**config.mk**
```make
export PLATFORM = sky130hd
export DESIGN_NAME = eesum_engine
export DESIGN_NICKNAME = d
export VERILOG_FILES = /design/src/rtl/eesum_pkg.sv /design/src/rtl/eesum_walker.sv /design/src/rtl/eesum_accum.sv /design/src/rtl/eesum_ctrl.sv /design/src/rtl/eesum_engine.sv
export SDC_FILE = /design/constraint.sdc
export NUM_CORES = 1
export LEC_CHECK = 0
export CORE_ASPECT_RATIO = 0.8
export CORE_MARGIN = 5
export CORE_UTILIZATION = 29
export CTS_CLUSTER_DIAMETER = 80
export DETAILED_ROUTE_END_ITERATION = 10
export HOLD_SLACK_MARGIN = 0.02
export PLACE_DENSITY = 0.52
export SLEW_MARGIN = 25
export SYNTH_ARGS = -nofsm -noshare
export SYNTH_HDL_FRONTEND = slang
export SYNTH_SLANG_ARGS = --single-unit
```
**constraint.sdc**
```tcl
create_clock -name clk -period 2.1 [get_ports clk]
set_input_delay 0.42 -clock clk [delete_from_list [all_inputs] [get_ports clk]]
set_output_delay 0.42 -clock clk [all_outputs]
set_load 0.03 [all_outputs]
```
**src/rtl/eesum_pkg.sv**
```systemverilog
package eesum_pkg;

    typedef enum logic [2:0] {
        ST_IDLE    = 3'd0,
        ST_RD_REQ  = 3'd1,
        ST_RD_STEP = 3'd2,
        ST_EVAL    = 3'd3,
        ST_WR_REQ  = 3'd4,
        ST_FINISH  = 3'd5
    } eesum_state_t;

    typedef enum logic [1:0] {
        ES_PASS     = 2'b00,
        ES_MISMATCH = 2'b01,
        ES_RD_FAULT = 2'b10,
        ES_WR_FAULT = 2'b11
    } eesum_status_t;

endpackage

```
**src/rtl/eesum_walker.sv**
```systemverilog
// Word address counter for the walk; flags the final address of the run.
module eesum_walker #(
    parameter int ADDR_W   = 8,
    parameter int CSUM_IDX = 63
) (
    input  logic              clk,
    input  logic              rst_n,
    input  logic              clr,
    input  logic              inc,
    input  logic              repair,
    output logic [ADDR_W-1:0] addr,
    output logic              at_last
);
    localparam logic [ADDR_W-1:0] LAST_CHECK  = ADDR_W'(CSUM_IDX);
    localparam logic [ADDR_W-1:0] LAST_REPAIR = ADDR_W'(CSUM_IDX - 1);

    logic [ADDR_W-1:0] addr_q;

    always_ff @(posedge clk or negedge rst_n) begin
        if (!rst_n) begin
            addr_q <= '0;
        end else if (clr) begin
            addr_q <= '0;
        end else if (inc) begin
            addr_q <= addr_q + 1'b1;
        end
    end

    assign addr    = addr_q;
    assign at_last = repair ? (addr_q == LAST_REPAIR) : (addr_q == LAST_CHECK);

endmodule

```
**src/rtl/eesum_accum.sv**
```systemverilog
// Wrapping word adder plus signature compare and repair-word subtractor.
module eesum_accum #(
    parameter int              DATA_W    = 16,
    parameter logic [DATA_W-1:0] SIGNATURE = 16'hBABA
) (
    input  logic              clk,
    input  logic              rst_n,
    input  logic              clr,
    input  logic              add_en,
    input  logic [DATA_W-1:0] din,
    output logic [DATA_W-1:0] fix_word,
    output logic              match
);
    logic [DATA_W-1:0] sum_q;

    always_ff @(posedge clk or negedge rst_n) begin
        if (!rst_n) begin
            sum_q <= '0;
        end else if (clr) begin
            sum_q <= '0;
        end else if (add_en) begin
            sum_q <= sum_q + din;
        end
    end

    assign fix_word = SIGNATURE - sum_q;
    assign match    = (sum_q == SIGNATURE);

endmodule

```
**src/rtl/eesum_ctrl.sv**
```systemverilog
// Run sequencer: state register, next-state logic, outputs, status register.
module eesum_ctrl
    import eesum_pkg::*;
(
    input  logic          clk,
    input  logic          rst_n,
    input  logic          start_i,
    input  logic          mode_i,
    input  logic          rd_ack_i,
    input  logic          rd_err_i,
    input  logic          wr_ack_i,
    input  logic          wr_err_i,
    input  logic          at_last,
    input  logic          match,
    output logic          repair,
    output logic          rd_req,
    output logic          wr_req,
    output logic          busy,
    output logic          done,
    output logic          clr,
    output logic          add_en,
    output logic          inc,
    output eesum_status_t status
);
    eesum_state_t  state_q, state_d;
    eesum_status_t status_q;
    logic          repair_q;

    logic accept;
    logic rd_ok;
    logic rd_bad;

    assign accept = (state_q == ST_IDLE) && start_i;
    assign rd_ok  = (state_q == ST_RD_REQ) && rd_ack_i && !rd_err_i;
    assign rd_bad = (state_q == ST_RD_REQ) && rd_ack_i && rd_err_i;

    // state register
    always_ff @(posedge clk or negedge rst_n) begin
        if (!rst_n) begin
            state_q <= ST_IDLE;
        end else begin
            state_q <= state_d;
        end
    end

    // next state
    always_comb begin
        state_d = state_q;
        unique case (state_q)
            ST_IDLE: begin
                if (start_i) state_d = ST_RD_REQ;
            end
            ST_RD_REQ: begin
                if (rd_ack_i) begin
                    if (rd_err_i)      state_d = ST_FINISH;
                    else if (!at_last) state_d = ST_RD_STEP;
                    else if (repair_q) state_d = ST_WR_REQ;
                    else               state_d = ST_EVAL;
                end
            end
            ST_RD_STEP: state_d = ST_RD_REQ;
            ST_EVAL:    state_d = ST_FINISH;
            ST_WR_REQ: begin
                if (wr_ack_i) state_d = ST_FINISH;
            end
            ST_FINISH:  state_d = ST_IDLE;
            default:    state_d = ST_IDLE;
        endcase
    end

    // mode and status registers
    always_ff @(posedge clk or negedge rst_n) begin
        if (!rst_n) begin
            repair_q <= 1'b0;
            status_q <= ES_PASS;
        end else begin
            if (accept) begin
                repair_q <= mode_i;
                status_q <= ES_PASS;
            end else if (rd_bad) begin
                status_q <= ES_RD_FAULT;
            end else if (state_q == ST_EVAL) begin
                status_q <= match ? ES_PASS : ES_MISMATCH;
            end else if ((state_q == ST_WR_REQ) && wr_ack_i) begin
                status_q <= wr_err_i ? ES_WR_FAULT : ES_PASS;
            end
        end
    end

    // outputs
    always_comb begin
        rd_req = (state_q == ST_RD_REQ);
        wr_req = (state_q == ST_WR_REQ);
        busy   = (state_q != ST_IDLE);
        done   = (state_q == ST_FINISH);
        clr    = accept;
        add_en = rd_ok;
        inc    = rd_ok && !at_last;
        repair = repair_q;
        status = status_q;
    end

endmodule

```
**src/rtl/eesum_engine.sv**
```systemverilog
module eesum_engine
    import eesum_pkg::*;
#(
    parameter int                ADDR_W    = 8,
    parameter int                DATA_W    = 16,
    parameter int                CSUM_IDX  = 63,
    parameter logic [DATA_W-1:0] SIGNATURE = 16'hBABA
) (
    input  logic              clk,
    input  logic              rst_n,
    input  logic              start_i,
    input  logic              mode_i,
    output logic              rd_req_o,
    output logic [ADDR_W-1:0] rd_addr_o,
    input  logic              rd_ack_i,
    input  logic [DATA_W-1:0] rd_data_i,
    input  logic              rd_err_i,
    output logic              wr_req_o,
    output logic [ADDR_W-1:0] wr_addr_o,
    output logic [DATA_W-1:0] wr_data_o,
    input  logic              wr_ack_i,
    input  logic              wr_err_i,
    output logic              busy_o,
    output logic              done_o,
    output logic [1:0]        status_o
);
    localparam logic [ADDR_W-1:0] CSUM_ADDR = ADDR_W'(CSUM_IDX);

    logic          repair;
    logic          clr;
    logic          add_en;
    logic          inc;
    logic          at_last;
    logic          match;
    eesum_status_t status;

    eesum_ctrl u_ctrl (
        .clk      (clk),
        .rst_n    (rst_n),
        .start_i  (start_i),
        .mode_i   (mode_i),
        .rd_ack_i (rd_ack_i),
        .rd_err_i (rd_err_i),
        .wr_ack_i (wr_ack_i),
        .wr_err_i (wr_err_i),
        .at_last  (at_last),
        .match    (match),
        .repair   (repair),
        .rd_req   (rd_req_o),
        .wr_req   (wr_req_o),
        .busy     (busy_o),
        .done     (done_o),
        .clr      (clr),
        .add_en   (add_en),
        .inc      (inc),
        .status   (status)
    );

    eesum_walker #(
        .ADDR_W   (ADDR_W),
        .CSUM_IDX (CSUM_IDX)
    ) u_walk (
        .clk     (clk),
        .rst_n   (rst_n),
        .clr     (clr),
        .inc     (inc),
        .repair  (repair),
        .addr    (rd_addr_o),
        .at_last (at_last)
    );

    eesum_accum #(
        .DATA_W    (DATA_W),
        .SIGNATURE (SIGNATURE)
    ) u_acc (
        .clk      (clk),
        .rst_n    (rst_n),
        .clr      (clr),
        .add_en   (add_en),
        .din      (rd_data_i),
        .fix_word (wr_data_o),
        .match    (match)
    );

    assign wr_addr_o = CSUM_ADDR;
    assign status_o  = status;

endmodule

```
Yosys cells after proc, flatten, opt, wreduce, memory -nomap -nowiden
Index checks and enable logic that the tools add are counted.

operators by class
  equality and inequality tests = 11
  reduce and logical (&&, ||, !) cells = 14
  add/subtract/negate cells = 3
  muxes and demuxes = 18

operator list
  operator                                                         count
  16-bit 2-to-1 mux                                                2
  3-bit 2-to-1 mux                                                 6
  16-bit adder                                                     1
  16-bit == test, second input constant                            1
  8-bit by 6-bit == test with 1-bit output, second input constant  2
  8-bit 2-to-1 mux                                                 2
  16-bit subtractor, first input constant                          1
  3-bit case mux with 5 select lines                               1
  2-bit 2-to-1 mux                                                 5
  8-bit by 1-bit adder with 8-bit output, second input constant    1
  3-bit by 2-bit == test with 1-bit output, second input constant  2
  3-bit == test, second input constant                             2
  1-bit logical AND                                                6
  2-bit by 1-bit != test with 1-bit output, second input constant  2
  2-bit nonzero test                                               2
  4-bit nonzero test                                               1
  3-bit by 1-bit == test with 1-bit output, second input constant  1
  3-bit zero test                                                  1
  3-bit AND reduction                                              1
  3-bit nonzero test                                               1
  1-bit zero test                                                  2
  1-bit 2-to-1 mux                                                 2
  2-bit != test, second input constant                             1

word-level totals
  input bits = 24
  output and inout bits = 38
  bits in registers = 30

Longest topological paths before layout
Gate-level depths: netlist (run 1).

  depth in word-level cells = 6
  gate-level depth with buffers = 7
  gate-level depth less buffers = 7

Cells and area by module
A second synthesis (run 1) with hierarchy kept.

second synthesis, totals
  cells, all modules = 296
  area total of the unflattened synthesis = 2610.0 um^2

modules (own cells, without submodules)
  module        area an instance (um^2)  cells each  instances
  eesum_accum   1712.9                   201         1
  eesum_ctrl    426.7                    44          1
  eesum_walker  402.9                    41          1
  eesum_engine  67.6                     10          1

Worst setup path after synthesis (run 1)
OpenSTA, ideal clock, no wires.

  kind = reg-to-output
  start point = register u_acc.sum_q[1]
  end point = output port wr_data_o[15]
  arrival time = 1.859 ns
  stages on the path, launching flop included = 6
  required time = 1.680 ns
  setup slack = -0.179 ns
  path buffers = 0
  path through = dfrtp_1 > a21o_1 > a41oi_1 > o21ai_1 > a41oi_1 > xor2_1

on the way
  cells in the longest elaborated chain, start to end = 1

ends and longest elaborated chain
  element                   RTL line            RTL
  start: declaration        eesum_accum.sv:14   logic [DATA_W-1:0] sum_q;
  start signal: assignment  eesum_accum.sv:22   sum_q <= sum_q + din;
  16-bit subtractor         eesum_accum.sv:26   assign fix_word = SIGNATURE - sum_q;
  end: declaration          eesum_engine.sv:20  output logic [DATA_W-1:0] wr_data_o,

No other way between the ends.

Worst setup path after layout (run 1)
  start point = register u_acc.sum_q[0]
  end point = output port wr_data_o[8]

Same word-level chain as after synthesis.

==> metrics.md, run 1 <==
| Metric | Value |
|---|---|
| Final wirelength | 8.363 mm |
| RSZ-0062 raised after global routing | yes |
| Critical path class | reg2out |
| GRT Overall Usage | 0.1518 |
| Async SR Flop Fraction | 1.000 |
| Seq pwr share | 0.208 |
| Logic pwr share | 0.651 |
| Maximum number of pins on one net before global-route repair | 31 |
| Post-DP HPWL | 6.397 mm |
| Post-synth EDFFs | 0 |
| Initial drt markers | 150 |
| Worst setup margin | -109.4 ps |
| Gr ovfl total | 0 |
| Outcome | complete, but fails checks |
| Max IR drop VDD | 0.6087 mV |
| Crit-path max FO | 4 |
| Critical Path RT | 1680 ps |
| Die Y | 94.79 um |
| Synth-to-layout area growth | 57.61% |
| Layout cell share with drive strength beyond 1 | 0.3195 |
| ANT cells | 0 |
| First-pass GRT wire length | 13.24 mm |
| YS warnings | 0 |
| Max_slew headroom | 0.5869 |
| Synth area leaders | dfrtp_1 (29%), ha_1 (8.6%), nand3_1 (5.6%) |
| Layout fillers | 883 |
| FP Rows | 31 |
| Min Tclk post-route | 2209 ps |
| Main synth FF type | dfrtp_1 |
| Global route hottest layer | met2 |
| Worst setup SP type | register |
| Routed vias | 2726 |
| GR Layer Usage met1 | 0.2176 |
| Avg WL per Cell | 15.21 um |
| Sw frac | 0.4554 |
| R2R cell count | 9 |
| I/O Buffers | 53 |
| Clk_lat worst skew | 280 ps |
| Final Hold Viols | 0 |
| Clk_skew | 7.405 ps |
| Vias in the first global route | 2674 |
| Max H-tree Level | 2 |
| Post-Route Utilization | 0.4604 |
| Post-Synthesis Cells | 317 |
| Area leader, netlist | dfrtp_1 |
| DR DRC count | 0 |
| Post-synth cell types | 55 |
| Die ar. | 10990 um^2 |
| GR Util met2 | 0.2385 |
| Post-Syn Area | 2606 um^2 |
| FMAX | 452.6 MHz |
| Core ar. | 8921 um^2 |
| TritonRoute pass-1 iters | 4 |
| Worst slew pin tran | 613.2 ps |
| Initial core utilization | 0.2921 |
| Synthesized area per cell | 8.222 um^2 |
| Worst Setup SP | u_acc.sum_q[0] |
| Hold Path Class | in2async |
| CP Capture Type | output port |
| CTS Buf Count | 5 |
| Global placement routability congestion | 0.8429 |
| Max-Cap Viols | 0 |
| Sw Pwr | 2.333 mW |
| Total power | 5.122 mW |
| WHS | 547.6 ps |
| Initial antenna violation count | 0 |
| Nets@finish | 477 |
| Reg2reg start | u_acc.sum_q[0] |
| Via-per-instance ratio | 4.956 |
| Tcrit/Tclk final | 1.052 |
| Post-route ant nets | 0 |
| Slew Limit Fails | 0 |
| Commonest cells post-synth | dfrtp_1 (30), nand3_1 (29), nand2_1 (28), a21oi_1 (24), o21ai_0 (23) |
| Clk root buf | clkbuf_16 |
| LEAKAGE | 1.779 nW |
| Failing checks | setup timing |
| Seq/Total Area, Yosys | 0.2880 |
| Cell Int Power | 2.789 mW |
| P per Cell Area | 1247 nW/um^2 |
| CTS clk-pin slew, worst paths | 50 ps |
| Count leader, synth | dfrtp_1 |
| R2r setup slk | -60 ps |
| Met3 GRT Util | 0.02434 |
| Clock sinks | 30 |
| Die width | 116.0 um |
| Io pins | 62 |
| Synth top area share | 0.2880 |
| Clock Tree Buf Depth | 2 |
| CTS tree | built |
| CTS Hold Buffers Added | 0 |
| Arr. time, crit path | 1790 ps |
| Proportion of power drawn by the clock network | 0.142 |
| RR Endpoint | u_acc.sum_q[12] |
| Final Setup Violations | 11 |
| Flops & latches, synth | 30 |
| CP endpoint | wr_data_o[8] |
## cell type report
class / instances / area [um^2] / share of cell area
Inverter: 10 / 37.54 / 0.009138
Tap cell: 115 / 143.9 / 0.03503
Timing Repair Buffer: 127 / 1087 / 0.2647
Clock buffer: 7 / 142.6 / 0.03472
Clock inverter: 1 / 5.005 / 0.001218
Multi-Input combinational cell: 260 / 1936 / 0.4712
Sequential cell: 30 / 755.7 / 0.1840
## worst max-delay path: stages, from the launching register on
cell	delay [ps]
dfrtp_2	450
ha_4	190
o2111ai_4	250
buf_6	140
inv_2	30
o21ai_2	170
xnor2_2	140
buf_6	150
## state kept, by name (all words and copies together) (netlist names)
name,cells
u_acc.sum_q,16
u_ctrl.repair,1
u_ctrl.state_q,3
u_ctrl.status,2
u_walk.addr,8
## metrics by stage
step | setup TNS (ps) | cell area [um^2] | setup WS [ps] | std cells
after detailed placement | -3328 | 3690 | -528.7 | 536
after global routing | -1806 | 4108 | -211.6 | 550
after global placement | -3159 | 3690 | -495.9 | 536
after floorplan | -69.28 | 2666 | -38.69 | 323
after CTS | -926.5 | 4014 | -167.1 | 551
final | -717.1 | 4108 | -109.4 | 550
## worst min-delay path by stage
stage,slack [ps],end
after floorplan,120,u_acc.sum_q[0]
after global placement,530,u_ctrl.repair
after detailed placement,530,u_ctrl.repair
after CTS,550,u_ctrl.repair
after global routing,580,u_ctrl.repair
final,550,u_walk.addr[5]
## repair_timing
action                                  CTS  global route
pin swaps                                17            15
endpoints found under the setup margin   23            22
setup buffers                             8             1
gates resized for setup                  34            36
## placed cells by master, fill, tap and decap left out, types with 5 or more instances in the layout
cell and n:
clkbuf_16 5, nor2_1 15, dlygate4sd2_1 6, o21ai_1 5, a21oi_1 16, dfrtp_1 26
clkdlybuf4s50_1 33, xor2_1 11, nor3_1 11, buf_4 75, nand3_1 28, a21oi_2 8
inv_1 9, nand4_1 6, ha_1 14, buf_6 11, xnor2_1 13, o21ai_0 15
conb_1 8, o31ai_1 5, nand2_1 27
## per-layer routing
layer  share of wire  vias to the layer above
met5               0                        -
met4          0.0087                        0
met3           0.054                        6
met2            0.46                       64
met1            0.48                     1281
li1                -                     1375
## power groups by stage
stage | clock [mW] | sequential [mW] | combinational, mW
after floorplan | 0 | 1.00 | 1.76
after global placement | 0 | 1.02 | 3.03
after detailed placement | 0 | 1.03 | 3.06
after CTS | 0.739 | 1.04 | 3.22
after global routing | 0.766 | 1.10 | 3.62
final | 0.726 | 1.06 | 3.33
## kinds of logic (layout without fill, tap and decap cells)
logic type | after synthesis | after routing | share of synthesized area
AO/OA/AOI/OAI | 85 | 85 | 0.2093
XOR/XNOR | 30 | 30 | 0.1008
adder cells (fa/ha/maj) | 19 | 19 | 0.09410
buffers and inverters | 33 | 145 | 0.06481
flip-flops | 30 | 30 | 0.2880
multiplexers | 2 | 2 | 0.007682
other | 2 | 8 | 0.002882
AND/OR/NAND/NOR | 116 | 116 | 0.2324
Note: power is estimated with default switching activity, not from simulation.
==> run 2: changes to the inputs <==
--- a/config.mk
+++ b/config.mk
@@ -12,6 +12,7 @@
 export DETAILED_ROUTE_END_ITERATION = 10
 export HOLD_SLACK_MARGIN = 0.02
 export PLACE_DENSITY = 0.52
+export SETUP_SLACK_MARGIN = 0.5
 export SLEW_MARGIN = 25
 export SYNTH_ARGS = -nofsm -noshare
 export SYNTH_HDL_FRONTEND = slang
==> run 2 against run 1 <==
Effect of this change:
- the run still ends with setup timing left
- utilization rose by 8.2 points
- sequential cell count is the same
- global-route usage up 2.2 points
- cell area up 18%
- worst setup slack got worse by 21 ps
- combinational power is 23% higher
- sequential power barely moved
- fmax decreased by 0.92%
- clock power grew 3.6%
- via count grew 5.4%
- hold slack lost 22 ps
- highest routed layer unchanged
==> metrics.md, run 2 (synthesis results as in run 1) <==
| Metric | Value |
|---|---|
| Outcome | complete, but fails checks |
| Failing checks | setup timing |
| Sw Pwr | 2.702 mW (+16%) |
| Global placement routability congestion | 0.8101 (-3.9%) |
| Seq pwr share | 0.183 (-0.025) |
| Hold Path Class | reg2reg |
| Tcrit/Tclk final | 1.062 (+0.009792) |
| Commonest non-fill, non-tap cell in the layout | buf_4 |
| Buf/Inv on CP | 1 (-2) |
| Crit-path max cell delay | 410 ps (-40 ps) |
| Proportion of power drawn by the clock network | 0.126 (-0.016) |
| Max-Cap Viols | 0 (unchanged) |
| Final wirelength | 9.403 mm (+12%) |
| Avg WL per Cell | 16.41 um (+7.9%) |
| Total power | 5.948 mW (+16%) |
| Worst setup margin | -129.9 ps (-20.56 ps) |
| Final Setup Violations | 16 (+5) |
| Min Tclk post-route | 2230 ps (+20.56 ps) |
| CTS tree | built |
| TritonRoute pass-1 iters | 4 (unchanged) |
| Routed vias | 2873 (+5.4%) |
| CTS Buf Count | 5 (unchanged) |
| Synth-to-layout area growth | 85.84% |
| Arr. time, crit path | 1810 ps (+20 ps) |
| I/O Buffers | 53 (unchanged) |
| FP Rows | 31 (unchanged) |
| P per Cell Area | 1228 nW/um^2 (-1.5%) |
| Top reg by flops | u_acc.sum_q |
| Layout fillers | 813 (-7.9%) |
| Initial antenna violation count | 0 (unchanged) |
| Crit path cell chain | a21o_1 > a41oi_4 > o21ai_4 > nand3_2 > xor2_4 > buf_4 |
| Sw frac | 0.4543 (-0.001128) |
| Die ar. | 10990 um^2 (unchanged) |
| Worst setup SP type | register |
| Critical path class | reg2out |
| Via-per-instance ratio | 5.014 (+1.2%) |
| Critical Path RT | 1680 ps (about the same) |
| Io pins | 62 (unchanged) |
| Layout cell share with drive strength beyond 1 | 0.5087 (+0.1892) |
| Nets@finish | 500 (+4.8%) |
| Die width | 116.0 um (unchanged) |
| Area taken by multi-input logic gates | 2429 um^2 (+25%) |
| Clk root buf | clkbuf_16 |
| Reg area | 769.5 um^2 (+1.8%) |
| Cell Int Power | 3.246 mW (+16%) |
| ANT cells | 0 (unchanged) |
| Crit path max-delay cell type | dfrtp_1 |
| Crit-path max FO | 3 (-1) |
| FMAX | 448.4 MHz (-0.92%) |
| Vias in the first global route | 2956 (+11%) |
| Setup TNS Final | -1156 ps (-438.5 ps) |
| Final Hold Viols | 0 (unchanged) |
| Maximum number of pins on one net before global-route repair | 31 (unchanged) |
| Clock Tree Buf Depth | 2 (unchanged) |
| Worst slack at placement | -424.7 ps (+104.1 ps) |
| Clk_lat worst skew | 280 ps (about the same) |
| Max IR drop VDD | 0.6694 mV (+10%) |
| DR DRC count | 0 (unchanged) |
| Top Family by Delay on Critical Path | compound AO/OA/AOI/OAI gates |
| Post-DP HPWL | 6.604 mm (+3.2%) |
| Logic pwr share | 0.691 (+0.040) |
| Die Y | 94.79 um (unchanged) |
| CTS clk-pin slew, worst paths | 50 ps (about the same) |
| Initial core utilization | 0.2921 (unchanged) |
| Max H-tree Level | 2 (unchanged) |
| Clock sinks | 30 (unchanged) |
| Initial drt markers | 141 (-6.0%) |
| Post-route ant nets | 0 (unchanged) |
| Post-place instance area | 3902 um^2 (+5.8%) |
| Clk_skew | 5.652 ps (-1.754 ps) |
| LEAKAGE | 2.017 nW (+13%) |
| Slew Limit Fails | 0 (unchanged) |
| Most frequent cells in the layout | buf_4 (80), buf_6 (36), nand3_1 (25), nand2_1 (24), dlygate4sd2_1 (20) |
| Core ar. | 8921 um^2 (unchanged) |
| Cell area after layout | 4843 um^2 (+18%) |
| CP Capture Type | output port |
| Gr ovfl total | 0 (unchanged) |
| Max FFs per register | 16 (unchanged) |
| First-pass GRT wire length | 15.07 mm (+14%) |
| GRT Overall Usage | 0.1738 (+0.02199) |
| RSZ-0062 raised after global routing | yes |
[run 2: per-stage QoR]
step           hold slack [ps]    util  instances
2_1_floorplan            124.4       -        323
3_3_place_gp             507.1  0.4374        532
3_5_place_dp             509.7  0.4374        532
4_1_cts                  516.3  0.5170        560
5_1_grt                  542.8  0.5429        573
6_report                 525.3  0.5429        573
[run 2: path summary, 6_finish.rpt]
kind | startpoint | to | slack (ps) | cells past startpoint
worst max-delay path | u_acc.sum_q[1] | wr_data_o[13] | -130 | 6
worst min-delay path | u_walk.addr[4] | u_walk.addr[4] | 530 | 1
worst max register to register | u_acc.sum_q[1] | u_acc.sum_q[12] | -100 | 9
worst min register to register | u_walk.addr[4] | u_walk.addr[4] | 530 | 1
max in group asynchronous | rst_n | u_ctrl.state_q[2] | 1200 | 2
min in group asynchronous | rst_n | u_acc.sum_q[7] | 560 | 2
[run 2: repair_timing]
action / in CTS / in global routing
pin swaps: 45 / 34
gates cloned: 0 / 0
resized for setup: 167 / 35
setup endpoints to repair: 50 / 45
setup buffers: 20 / 13
hold buffers: 0 / 0
[run 2: layer usage]
metal  vias to the layer above  track usage  part of all wire
li1                       1415            -                 -
met1                      1379       0.2419              0.47
met2                        75       0.2878              0.48
met3                         4      0.02819             0.048
met4                         0      0.03092            0.0047
met5                         -            0                 0
[run 2: power by group through the flow]
stage          registers (mW)  logic, mW  clock network (mW)
6_report                 1.09       4.11               0.752
2_1_floorplan            1.06       2.00                   0
3_5_place_dp             1.04       3.31                   0
5_1_grt                  1.12       4.42               0.792
3_3_place_gp             1.04       3.29                   0
4_1_cts                  1.06       3.91               0.756
[run 2: layout make-up]
type                       count  area share
tap                          115     0.02971
clock buffer                   7     0.02945
clock inverter                 1    0.001033
inverter                      10    0.008783
sequential                    30      0.1589
multi-input combinational    260      0.5014
timing repair buffer         150      0.2707
==> run 3: changes to the inputs <==
--- a/config.mk
+++ b/config.mk
@@ -10,8 +10,10 @@
 export CORE_UTILIZATION = 29
 export CTS_CLUSTER_DIAMETER = 80
 export DETAILED_ROUTE_END_ITERATION = 10
+export DONT_BUFFER_PORTS = 1
+export GPL_ROUTABILITY_DRIVEN = 0
 export HOLD_SLACK_MARGIN = 0.02
-export PLACE_DENSITY = 0.52
+export PLACE_DENSITY_LB_ADDON = 0.12
 export SETUP_SLACK_MARGIN = 0.5
 export SLEW_MARGIN = 25
 export SYNTH_ARGS = -nofsm -noshare
==> run 3 against run 2 <==
Effect of this change:
- the flow still finishes with violations (setup timing)
- non-clock buffer count fell by 78
- cell area shrank 13%
- wire length shrank 6.2%
- clock skew rose by 3.1 ps
- hold slack worse by 270 ps
- global-route usage down 0.82 points
- critical path type unchanged
- critical endpoint is now wr_data_o[7]
- largest power group unchanged
- highest routed layer unchanged
==> metrics.md, run 3 (synthesis results as in run 1) <==
| Metric | Value |
|---|---|
| Outcome | complete, but fails checks |
| Failing checks | setup timing |
| Layout cell share with drive strength beyond 1 | 0.4921 (-0.01663) |
| Post-route ant nets | 0 (unchanged) |
| Post-Route Utilization | 0.4712 (-0.07167) |
| Setup TNS Final | -1041 ps (+114.4 ps) |
| Via-per-instance ratio | 5.158 (+2.9%) |
| Layout fillers | 843 (+3.7%) |
| Die width | 116.0 um (unchanged) |
| Tcrit/Tclk final | 1.078 (+0.01635) |
| Clock Tree Buf Depth | 2 (unchanged) |
| Io pins | 62 (unchanged) |
| FMAX | 441.6 MHz (-1.5%) |
| CTS clk-pin slew, worst paths | 50 ps (about the same) |
| Die Y | 94.79 um (unchanged) |
| Crit path cell chain | a21o_1 > a41oi_4 > buf_4 > buf_6 > buf_6 > xor2_2 > buf_6 |
| Crit-path most repeated cell | buf_6 |
| R2R cell count | 9 (unchanged) |
| Gr ovfl total | 0 (unchanged) |
| Reg2reg start | u_acc.sum_q[0] |
| Hold Path End | u_ctrl.repair |
| Clock sinks | 30 (unchanged) |
| Post-DP HPWL | 6.180 mm (-6.4%) |
| Core ar. | 8921 um^2 (unchanged) |
| ANT cells | 0 (unchanged) |
| WHS | 251.4 ps (-273.8 ps) |
| Final Hold Viols | 0 (unchanged) |
| CTS tree | built |
| Max IR drop VDD | 0.7492 mV (+12%) |
| Max FFs per register | 16 (unchanged) |
| Initial core utilization | 0.2921 (unchanged) |
| Hold Path Origin | mode_i |
| Worst setup margin | -164.3 ps (-34.33 ps) |
| RR Endpoint | u_acc.sum_q[12] |
| CTS Buf Count | 5 (unchanged) |
| Most frequent cells in the layout | buf_4 (50), nand3_1 (24), nand2_1 (21), buf_6 (19), dfrtp_2 (16) |
| Top Family by Delay on Critical Path | compound AO/OA/AOI/OAI gates |
| LEAKAGE | 1.611 nW (-20%) |
| Max H-tree Level | 2 (unchanged) |
| Arr. time, crit path | 1840 ps (+30 ps) |
| Hold Path Class | in2reg |
| DR DRC count | 0 (unchanged) |
| Die ar. | 10990 um^2 (unchanged) |
| P per Cell Area | 1303 nW/um^2 (+6.1%) |
| Avg WL per Cell | 17.82 um (+8.6%) |
| Crit-path max FO | 3 (unchanged) |
| Final Setup Violations | 10 (-6) |
| RSZ-0062 raised after global routing | yes |
| Initial drt markers | 97 (-31%) |
| I/O Buffers | 0 (-100%) |
| Clk_skew | 8.771 ps (+3.119 ps) |
| Synth-to-layout area growth | 61.31% |
| Critical path class | reg2out |
| Initial antenna violation count | 0 (unchanged) |
| R2r setup slk | -30 ps (+70 ps) |
| GRT Overall Usage | 0.1656 (-0.008170) |
| Clk_lat worst skew | 280 ps (about the same) |
| Crit path max-delay cell type | dfrtp_2 |
| Nets@finish | 422 (-16%) |
| Hold depth | 2 (+1) |
| Post-place instance area | 3214 um^2 (-18%) |
| Min Tclk post-route | 2264 ps (+34.33 ps) |
| Maximum number of pins on one net before global-route repair | 31 (unchanged) |
| First-pass GRT wire length | 13.95 mm (-7.4%) |
| Commonest non-fill, non-tap cell in the layout | buf_4 |
| Slew Limit Fails | 0 (unchanged) |
| TritonRoute pass-1 iters | 4 (unchanged) |
| FP Rows | 31 (unchanged) |
| Critical Path RT | 1680 ps (about the same) |
| Routed vias | 2553 (-11%) |
| Crit-path max cell delay | 420 ps (about the same) |
| Final wirelength | 8.819 mm (-6.2%) |
| Top reg by flops | u_acc.sum_q |
| Clk root buf | clkbuf_16 |
| Vias in the first global route | 2564 (-13%) |
| Worst setup SP type | register |
| CP Capture Type | output port |
| Buf/Inv on CP | 4 (+3) |
| Max-Cap Viols | 0 (unchanged) |
| Cell area after layout | 4204 um^2 (-13%) |
[run 3: cell count changes in the layout (fill, tap and decap cells not counted), moves of 3 or more]
cell             previous run  this run
a21oi_4                     3         6
dlygate4sd2_1              20         0
ha_4                       14        11
a21oi_2                    10         5
buf_4                      80        50
nand2_1                    24        21
buf_6                      36        19
clkdlybuf4s50_1            10         0
[run 3: cell type report]
class                           instances  area [um^2]  area share
Sequential cell                        30        770.7      0.1833
Inverter                               10        47.55     0.01131
Timing Repair Buffer                   72        639.4      0.1521
Tap cell                              115        143.9     0.03423
Clock buffer                            8        136.4     0.03244
Multi-Input combinational cell        260         2466      0.5866
[run 3: worst max-delay path by stage]
stage / depth (start not counted) / slack (ps) / end / startpoint
global placement: 6 / 10 / u_acc.sum_q[15] / u_acc.sum_q[2]
global route: 6 / -240 / wr_data_o[15] / u_acc.sum_q[0]
finish: 7 / -160 / wr_data_o[7] / u_acc.sum_q[0]
CTS: 6 / -170 / wr_data_o[15] / u_acc.sum_q[0]
detailed placement: 6 / -50 / u_acc.sum_q[15] / u_acc.sum_q[2]
floorplan: 6 / 130 / wr_data_o[14] / u_acc.sum_q[1]
[run 3: stage by stage]
step | total power [mW] | std cells | setup WS (ps)
6_report | 5.479 | 495 | -164.3
5_1_grt | 5.842 | 495 | -240.1
4_1_cts | 5.108 | 480 | -168.2
3_5_place_dp | 3.815 | 454 | -52.63
3_3_place_gp | 3.816 | 454 | 10.57
2_1_floorplan | 3.060 | 323 | 128.0
[run 3: timing repair]
action                                  4_1_cts  5_1_grt
buffers inserted                             16       15
endpoints found under the setup margin       41       43
hold endpoints to repair                     30        0
pin swaps                                    32       35
hold buffers                                  2        0
gates resized for setup                      77       50
[run 3: where the power goes]
group | internal [mW] | total (mW) | switching, mW | leakage, nW
combinational | 1.68 | 3.70 | 2.02 | 1.17
sequential | 0.762 | 1.09 | 0.327 | 0.377
clock | 0.440 | 0.689 | 0.249 | 0.0652
[run 3: layer usage]
layer	global-route usage	up-vias	routed length (um)
li1	-	1265	-
met1	0.2334	1212	4289
met2	0.2476	68	3866
met3	0.04676	8	591
met4	0.04541	0	72
met5	0	-	0
